===== src/rtl/rtc_alarm_pkg.sv =====
package rtc_alarm_pkg;

    localparam int FIELD_W      = 8;
    localparam int NUM_FIELDS   = 6;
    localparam int TIME_W       = FIELD_W * NUM_FIELDS;
    localparam int VAL_W        = FIELD_W - 1;
    localparam int PULSE_CYCLES = 8;
    localparam int NUM_WAVES    = 3;

    typedef enum logic [1:0] {
        SRC_ALARM = 2'b00,
        SRC_FAST  = 2'b01,
        SRC_MID   = 2'b10,
        SRC_SLOW  = 2'b11
    } pin_src_e;

    typedef struct packed {
        logic     irq_en0;
        logic     irq_en1;
        logic     pulsed;
        pin_src_e src;
    } pin_ctrl_t;

    // wave index for a nonzero source select
    function automatic logic [1:0] wave_index(input pin_src_e s);
        return 2'(s) - 2'd1;
    endfunction

endpackage


===== src/rtl/rtc_alarm_match.sv =====
module rtc_alarm_match
    import rtc_alarm_pkg::*;
(
    input  logic              tick,
    input  logic [TIME_W-1:0] alarm,
    input  logic [TIME_W-1:0] now_time,
    output logic              hit
);
    logic [NUM_FIELDS-1:0] fld_en;
    logic [NUM_FIELDS-1:0] fld_ok;

    for (genvar f = 0; f < NUM_FIELDS; f++) begin : g_field
        assign fld_en[f] = alarm[f*FIELD_W + VAL_W];
        assign fld_ok[f] = !fld_en[f] ||
            (alarm[f*FIELD_W +: VAL_W] == now_time[f*FIELD_W +: VAL_W]);
    end

    assign hit = tick && (|fld_en) && (&fld_ok);
endmodule


===== src/rtl/rtc_irq_pulse.sv =====
module rtc_irq_pulse #(
    parameter int LEN = 8
) (
    input  logic clk,
    input  logic rst,
    input  logic load,
    output logic active
);
    localparam int CW = $clog2(LEN + 1);
    logic [CW-1:0] cnt;

    always_ff @(posedge clk) begin
        if (rst)            cnt <= '0;
        else if (load)      cnt <= CW'(LEN);
        else if (cnt != '0) cnt <= cnt - 1'b1;
    end

    assign active = (cnt != '0);

    assert_pulse_step_R7: assert property (@(posedge clk) disable iff (rst)
        (active && !load) |=> (cnt == $past(cnt) - 1'b1));
endmodule


===== src/rtl/rtc_fout_gen.sv =====
module rtc_fout_gen #(
    parameter int N = 3
) (
    input  logic         clk,
    input  logic         rst,
    input  logic [N-1:0] strobe,
    output logic [N-1:0] wave
);
    for (genvar i = 0; i < N; i++) begin : g_wave
        always_ff @(posedge clk) begin
            if (rst)            wave[i] <= 1'b1;
            else if (strobe[i]) wave[i] <= ~wave[i];
        end
    end
endmodule


===== src/rtl/rtc_alarm_irq.sv =====
module rtc_alarm_irq
    import rtc_alarm_pkg::*;
(
    input  logic              clk,
    input  logic              rst,
    input  logic              tick,
    input  logic [TIME_W-1:0] now_time,
    input  logic [TIME_W-1:0] alarm0,
    input  logic [TIME_W-1:0] alarm1,
    input  logic              alarm0_irq_en,
    input  logic              alarm1_irq_en,
    input  logic              pulse_mode,
    input  logic [1:0]        freq_sel,
    input  logic              stb_32k,
    input  logic              stb_4k,
    input  logic              stb_1hz,
    input  logic              clr0,
    input  logic              clr1,
    output logic              irq_n,
    output logic              flag0,
    output logic              flag1
);
    pin_ctrl_t             ctrl;
    logic [1:0]            hit;
    logic [1:0]            flag_q;
    logic [1:0]            clr;
    logic [NUM_WAVES-1:0]  strobes;
    logic [NUM_WAVES-1:0]  waves;
    logic                  pulse_load;
    logic                  pulse_active;
    logic                  latched_act;
    logic                  alarm_act;
    logic                  sel_strobe;
    logic                  no_en0;

    assign ctrl    = '{irq_en0: alarm0_irq_en, irq_en1: alarm1_irq_en,
                       pulsed: pulse_mode, src: pin_src_e'(freq_sel)};
    assign clr     = {clr1, clr0};
    assign strobes = {stb_1hz, stb_4k, stb_32k};

    rtc_alarm_match u_match0 (.tick(tick), .alarm(alarm0), .now_time(now_time), .hit(hit[0]));
    rtc_alarm_match u_match1 (.tick(tick), .alarm(alarm1), .now_time(now_time), .hit(hit[1]));

    for (genvar k = 0; k < 2; k++) begin : g_flag
        always_ff @(posedge clk) begin
            if (rst)         flag_q[k] <= 1'b0;
            else if (hit[k]) flag_q[k] <= 1'b1;
            else if (clr[k]) flag_q[k] <= 1'b0;
        end
    end

    assign flag0 = flag_q[0];
    assign flag1 = flag_q[1];

    assign pulse_load = (hit[0] && ctrl.irq_en0) || (hit[1] && ctrl.irq_en1);

    rtc_irq_pulse #(.LEN(PULSE_CYCLES)) u_pulse (
        .clk(clk), .rst(rst), .load(pulse_load), .active(pulse_active));

    rtc_fout_gen #(.N(NUM_WAVES)) u_fout (
        .clk(clk), .rst(rst), .strobe(strobes), .wave(waves));

    assign latched_act = (flag_q[0] && ctrl.irq_en0) || (flag_q[1] && ctrl.irq_en1);
    assign alarm_act   = ctrl.pulsed ? pulse_active : latched_act;
    assign sel_strobe  = (ctrl.src != SRC_ALARM) && strobes[wave_index(ctrl.src)];

    always_comb begin
        if (ctrl.src == SRC_ALARM) irq_n = ~alarm_act;
        else                       irq_n = waves[wave_index(ctrl.src)];
    end

    assign no_en0 = !(alarm0[7] || alarm0[15] || alarm0[23] ||
                      alarm0[31] || alarm0[39] || alarm0[47]);

    assert_flag_hold_R5: assert property (@(posedge clk) disable iff (rst)
        (flag0 && !clr0) |=> flag0);
    assert_tick_only_R4: assert property (@(posedge clk) disable iff (rst)
        (!tick && !flag0) |=> !flag0);
    assert_no_fields_R3: assert property (@(posedge clk) disable iff (rst)
        (no_en0 && !flag0) |=> !flag0);
    assert_latched_pin_R6: assert property (@(posedge clk) disable iff (rst)
        (freq_sel == 2'b00 && !pulse_mode && flag1 && alarm1_irq_en) |-> !irq_n);
    assert_fout_quiet_R9: assert property (@(posedge clk) disable iff (rst)
        (freq_sel != 2'b00 && !sel_strobe) |=> (!$stable(freq_sel) || $stable(irq_n)));
endmodule


===== config.mk =====
export PLATFORM = sky130hd
export DESIGN_NAME = rtc_alarm_irq
export DESIGN_NICKNAME = d
export VERILOG_FILES = /design/src/rtl/rtc_alarm_pkg.sv /design/src/rtl/rtc_alarm_match.sv /design/src/rtl/rtc_irq_pulse.sv /design/src/rtl/rtc_fout_gen.sv /design/src/rtl/rtc_alarm_irq.sv
export SDC_FILE = /design/constraint.sdc
export NUM_CORES = 1
export LEC_CHECK = 0
export BUFFER_PORTS_ARGS = -buffer_cell sky130_fd_sc_hd__buf_4
export CAP_MARGIN = 5
export CORE_MARGIN = 4
export CORE_UTILIZATION = 37
export CTS_CLUSTER_DIAMETER = 100
export DETAILED_ROUTE_END_ITERATION = 7
export GPL_TIMING_DRIVEN = 0
export PLACE_DENSITY = 0.88
export SYNTH_ARGS = -nofsm -noshare
export SYNTH_HDL_FRONTEND = slang
export SYNTH_HIERARCHICAL = 1
export SYNTH_SLANG_ARGS = --single-unit

===== constraint.sdc =====
create_clock -name clk -period 3.7 [get_ports clk]
set_input_delay 0.37 -clock clk [delete_from_list [all_inputs] [get_ports clk]]
set_output_delay 0.37 -clock clk [all_outputs]
set_load 0.01 [all_outputs]

-- Word level (Yosys, flattened, before mapping)
Index checks and enable logic that the tools add are counted.
- add/subtract/negate cells: 2
- order comparisons: 1
- equal/unequal tests: 12
- multiplexer cells: 10
- bitwise gates (word level): 4
- reduce and logical (&&, ||, !) cells: 44
- operators with widths (operator ; number):
    7-bit equality test ; 12
    1-bit logical OR ; 14
    1-bit logical NOT ; 12
    6-bit AND reduction ; 2
    6-bit OR reduction ; 2
    1-bit logical AND ; 8
    4-bit two-way mux ; 2
    1-bit two-way mux ; 7
    2-bit nonzero test ; 3
    1-bit NOT ; 4
    4-bit nonzero test ; 1
    4-bit by 1-bit subtractor with 4-bit output (second input constant) ; 1
    2-bit by 3-bit less-than comparator with 1-bit output (second input constant) ; 1
    1-bit binary-select mux with 2-bit select ; 1
    2-bit logical NOT ; 1
    2-bit OR reduction ; 1
    2-bit by 1-bit subtractor with 2-bit output (second input constant) ; 1
- register bits: 9
- input port bits: 157
- output and inout port bits: 3
- word-level logic and storage cells: 80

-- Longest topological paths before layout
- depth after elaboration: 7
- gate-level depth with buffers: 8
- depth with buffers taken out: 8

-- By module
Netlist, hierarchy kept.
- modules (own cells, without submodules) (module ; instances ; cells an instance ; area each (um^2) ; seq. area each (um^2)):
    rtc_alarm_match ; 2 ; 59 ; 486.7 ; 0.0
    rtc_irq_pulse ; 1 ; 22 ; 203.9 ; 80.1
    rtc_alarm_irq ; 1 ; 18 ; 141.4 ; 40.0
    rtc_fout_gen ; 1 ; 9 ; 105.1 ; 60.1

-- Worst setup path before layout
No wires, ideal clock.
- path kind: input-to-reg
- start point: input alarm0[15]
- end point: register u_pulse.cnt[1]
- setup time: 0.103 ns
- arrival: 1.825 ns
- required time: 3.597 ns
- slack: 1.771 ns
- stages: 6
- buffers on the path: 0
- cells stage by stage: or4_1 > o31ai_1 > a21oi_1 > and4_1 > a22o_2 > a2111oi_2
- longest elaborated chain between the ends: 7
- elaborated cells between the ends (all ways): 9
- those cells by class: reduce/logical: 9
- ends and longest elaborated chain (what ; line ; source):
    from (decl) ; rtc_alarm_irq.sv:8 ; input logic [TIME_W-1:0] alarm0,
    1-bit logical NOT ; rtc_alarm_match.sv:14 ; assign fld_ok[f] = !fld_en[f] ||
    1-bit logical OR ; rtc_alarm_match.sv:14 ;
    6-bit AND reduction ; rtc_alarm_match.sv:18 ; assign hit = tick && (|fld_en) && (&fld_ok);
    1-bit logical AND (*) ; rtc_alarm_match.sv:18 ;
    net hit[0] ; rtc_alarm_irq.sv:24 ; logic [1:0] hit;
    1-bit logical AND (*) ; rtc_alarm_irq.sv:55 ; assign pulse_load = (hit[0] && ctrl.irq_en0) || (hit[1] && ctrl.irq_en1);
    1-bit logical OR (*) ; rtc_alarm_irq.sv:55 ;
    net pulse_load ; rtc_alarm_irq.sv:29 ; logic pulse_load;
    2-bit OR reduction (no line) (*) ; - ;
    to (signal assigned) ; rtc_irq_pulse.sv:14 ; else if (load) cnt <= CW'(LEN);
    to (signal assigned) ; rtc_irq_pulse.sv:15 ; else if (cnt != '0) cnt <= cnt - 1'b1;
    to (decl) ; rtc_irq_pulse.sv:10 ; logic [CW-1:0] cnt;
The timed path passes the listed nets; every way through them passes the cells marked *.
A chain may end at the register's enable or synchronous reset.

-- Worst setup path after layout
- start point: register u_pulse.cnt[0]
- end point: output irq_n
- longest elaborated chain between the ends: 4
- ends and longest elaborated chain (what ; line ; source):
    4-bit nonzero test ; rtc_irq_pulse.sv:18 ; assign active = (cnt != '0);
    net pulse_active ; rtc_alarm_irq.sv:30 ; logic pulse_active;
    1-bit two-way mux ; rtc_alarm_irq.sv:64 ; assign alarm_act = ctrl.pulsed ? pulse_active : latched_act;
    1-bit NOT ; rtc_alarm_irq.sv:68 ; if (ctrl.src == SRC_ALARM) irq_n = ~alarm_act;
    1-bit two-way mux ; rtc_alarm_irq.sv:68 ;
    to (decl) ; rtc_alarm_irq.sv:19 ; output logic irq_n,
The timed path passes the listed nets, and every way through them passes these cells.

==> impl_metrics.json <==
{
  "layout.core_utilization_pct": 72.6,
  "clkSinkCount": 9,
  "port_buffers": 153,
  "setup_total_negative_slack_ns": 0,
  "max_cap_viol_count": 0,
  "tritoncts.num_buffers": 3,
  "period_share_pct": 57.8,
  "synth_nets": 327,
  "final-setup-viol-count": 0,
  "ys_seq_area_share_pct": 12.7,
  "die_ht_microns": 70.0,
  "critPathTopFamily": "simple AND/OR/NAND/NOR gates",
  "flow.area_growth_from_synthesis_pct": 88.1,
  "final-hold-violation-count": 0,
  "ios": 160,
  "timing.hold.worst.class": "in -> reg",
  "worstSkewPairLatency_ns": 0.23,
  "grt_first_pass_wirelength_microns": 8590,
  "synth_area_sq_um": 1420,
  "avgSynthCellArea_sq_um": 8.53,
  "wl_met1_microns": 1690,
  "fin_skew_ns": 0.000207,
  "drt_iter0_markers": 46,
  "place_area_sq_um": 2630,
  "core_region_area_sq_um": 3690,
  "leakagePower_nw": 1.26,
  "worst_path_max_delay_cell": "sky130_fd_sc_hd__or3b_1",
  "final_cell_area_sq_um": 2680,
  "count_of_unique_library_cells_instantiated_by_yosys": 26,
  "first_global_vias": 2049,
  "floorplan.die_area_sq_um": 4900,
  "fmax_mhz": 467,
  "setup_ws_ns": 1.56,
  "row_count": 22,
  "gr-usage-all-layers_pct": 21.4,
  "finalWeightedCongestion": 0.822,
  "fin_hold_ws_ns": 0.363,
  "htree_levels": 1,
  "synth_seq_cells": 9,
  "path_cells": "inv_1 > ha_1 > or3b_1 > clkbuf_2 > nand2b_1 > a32oi_1 > buf_4",
  "crit_path_start_kind": "flip-flop",
  "cp-end-kind": "output pin",
  "antenna_violating_nets_post_route": 0,
  "detailedPlace.worstSlack_ns": 1.48,
  "yosys_warnings": 6,
  "grt_setup_unrepaired": "no",
  "power-per-cell-area_nw_per_um2": 231,
  "cts_resized": 0,
  "cts.reportedPaths.clkPinSlew_ns": 0.05,
  "antenna_found_initial": 0,
  "via_density_per_instance": 4.79,
  "dieWidth_microns": 70.0,
  "highest-signal-layer": "met4",
  "clockBufferDepth": 2,
  "num_antenna_cells": 0,
  "max_slew.worst_pin.slew_ns": 0.317,
  "post_route_cells_drive_above_1_share_pct": 49.7,
  "hpwl_microns": 5140,
  "num-nets-final": 485,
  "clock-root-buffer": "sky130_fd_sc_hd__clkbuf_8",
  "drtPass1Iterations": 4,
  "drc_errors": 0,
  "ir_worst_vdd_uv": 150,
  "per_cell_routed_wire_length_microns": 14.7,
  "worst-endpoint-required_ns": 3.33,
  "met3_length_microns": 451,
  "run_status": "completed",
  "fin_crit_ns": 2.14,
  "worstPathMaxFanout": 5,
  "max_stage_delay_ns": 0.34,
  "cts_setup_buffers": 0,
  "grt_start_max_net_pins": 10,
  "maxSlewHeadroom_pct": 78.6,
  "postSynthCellCount": 167,
  "routed_wirelength_microns": 5460,
  "grt_overflow": 0,
  "tritoncts": "built",
  "wl_met2_microns": 3160,
  "worst-endpoint-arrival_ns": 1.77,
  "dr_total_vias": 1782,
  "cp_buf_inv_count": 3,
  "final-max-slew-violation-count": 0,
  "worst-setup-path-type": "reg -> out",
  "cts-hold-fix-buffers": 0,
  "start_util_pct": 38.6
}
==> kinds of logic after synthesis <==
family	after synthesis	synth area share (%)
AND/OR/NAND/NOR	38	16.1
buffers and inverters	8	2.20
adder cells (fa/ha/maj)	3	2.64
flip-flops	9	12.7
AO/OA/AOI/OAI	18	10.2
XOR/XNOR	89	54.7
multiplexers	2	1.49
==> flip-flops by register name, indices dropped and copies added, names as in the netlist <==
register	cells
u_fout/wave	3
flag0	1
u_pulse/cnt	4
flag1	1
==> layout make-up <==
class,instances,area (sq um)
tap,48,60.1
buffer,1,5.00
clock inverter,1,5.00
fill,293,1010
multi-input combinational,150,1210
sequential,9,180
clock buffer,3,41.3
inverter,7,26.3
timing repair buffer,153,1150
==> final timing paths <==
check	start	endpoint	depth (start not counted)	slack (ns)
max	u_pulse/cnt[0]	irq_n	7	1.56
max reg2reg	u_pulse/cnt[0]	u_pulse/cnt[1]	5	2.20
min reg2reg	u_fout/wave[1]	u_fout/wave[1]	2	0.51
min	stb_4k	u_fout/wave[1]	3	0.36
==> worst register-to-register path, stage by stage, from the launching register on <==
cell                        delay (ns)
sky130_fd_sc_hd__dfxtp_1          0.32
sky130_fd_sc_hd__inv_1            0.08
sky130_fd_sc_hd__ha_1             0.16
sky130_fd_sc_hd__or3b_1           0.34
sky130_fd_sc_hd__clkbuf_2         0.16
sky130_fd_sc_hd__a2111oi_2        0.35
==> cell usage in the layout, fill, tap and decap left out, types with 2 or more instances in the layout <==
cell,netlist,final
sky130_fd_sc_hd__a222oi_1,2,2
sky130_fd_sc_hd__buf_4,0,153
sky130_fd_sc_hd__nand4_1,12,12
sky130_fd_sc_hd__o41ai_1,4,4
sky130_fd_sc_hd__a21oi_1,5,5
sky130_fd_sc_hd__nor3_1,3,3
sky130_fd_sc_hd__dfxtp_1,9,9
sky130_fd_sc_hd__clkbuf_8,0,3
sky130_fd_sc_hd__nand2b_1,4,4
sky130_fd_sc_hd__ha_1,3,3
sky130_fd_sc_hd__inv_1,7,7
sky130_fd_sc_hd__and4_1,2,2
sky130_fd_sc_hd__xnor2_1,44,44
sky130_fd_sc_hd__nor4_1,8,8
sky130_fd_sc_hd__nand2_1,2,2
sky130_fd_sc_hd__xor2_1,45,45
sky130_fd_sc_hd__nor2_1,4,4
sky130_fd_sc_hd__or4_1,2,2
sky130_fd_sc_hd__o31ai_1,2,2
==> power breakdown <==
group	total (W)	switching (W)	internal, W
logic	0.000369	0.000146	0.000223
registers	0.000137	0.0000171	0.000120
clock network	0.000114	0.0000402	0.0000735
total	0.000620	0.000203	0.000416
==> through the flow <==
| step | instances | total power (W) |
|---|---|---|
| 6_report | 372 | 0.000620 |
| 2_1_floorplan | 167 | 0.000325 |
| 4_1_cts | 372 | 0.000625 |
| 3_3_place_gp | 368 | 0.000493 |
| 5_1_grt | 372 | 0.000670 |
| 3_5_place_dp | 368 | 0.000503 |
==> cells in the mapped netlist <==
master                      count  area share, %
sky130_fd_sc_hd__inv_1          7            1.8
sky130_fd_sc_hd__nor3_1         3            1.1
sky130_fd_sc_hd__nand4_1       12            5.3
sky130_fd_sc_hd__a32oi_1        1           0.62
sky130_fd_sc_hd__xnor2_1       44             27
sky130_fd_sc_hd__nand2b_1       4            1.8
sky130_fd_sc_hd__and4_1         2            1.2
sky130_fd_sc_hd__nor2_1         4            1.1
sky130_fd_sc_hd__or3b_1         1           0.62
sky130_fd_sc_hd__nand2_1        2           0.53
sky130_fd_sc_hd__a31oi_1        1           0.44
sky130_fd_sc_hd__mux2_2         1           0.79
sky130_fd_sc_hd__xor2_1        45             28
sky130_fd_sc_hd__mux2i_1        1           0.70
sky130_fd_sc_hd__a221o_1        1           0.70
sky130_fd_sc_hd__ha_1           3            2.6
sky130_fd_sc_hd__a22o_2         1           0.70
sky130_fd_sc_hd__a21oi_1        5            1.8
sky130_fd_sc_hd__a222oi_1       2            1.4
sky130_fd_sc_hd__or4_1          2            1.1
sky130_fd_sc_hd__dfxtp_1        9             13
sky130_fd_sc_hd__o31ai_1        2            1.1
sky130_fd_sc_hd__clkbuf_2       1           0.35
sky130_fd_sc_hd__a2111oi_2      1            1.1
sky130_fd_sc_hd__nor4_1         8            3.5
sky130_fd_sc_hd__o41ai_1        4            2.5
==> routing by layer <==
metal  vias to the layer above  track usage [%]
li1                        907                -
met1                       779             19.3
met2                        82             44.6
met3                        14             5.76
met4                         0             6.81
met5                         -                0
(Power assumes the default switching activity.)
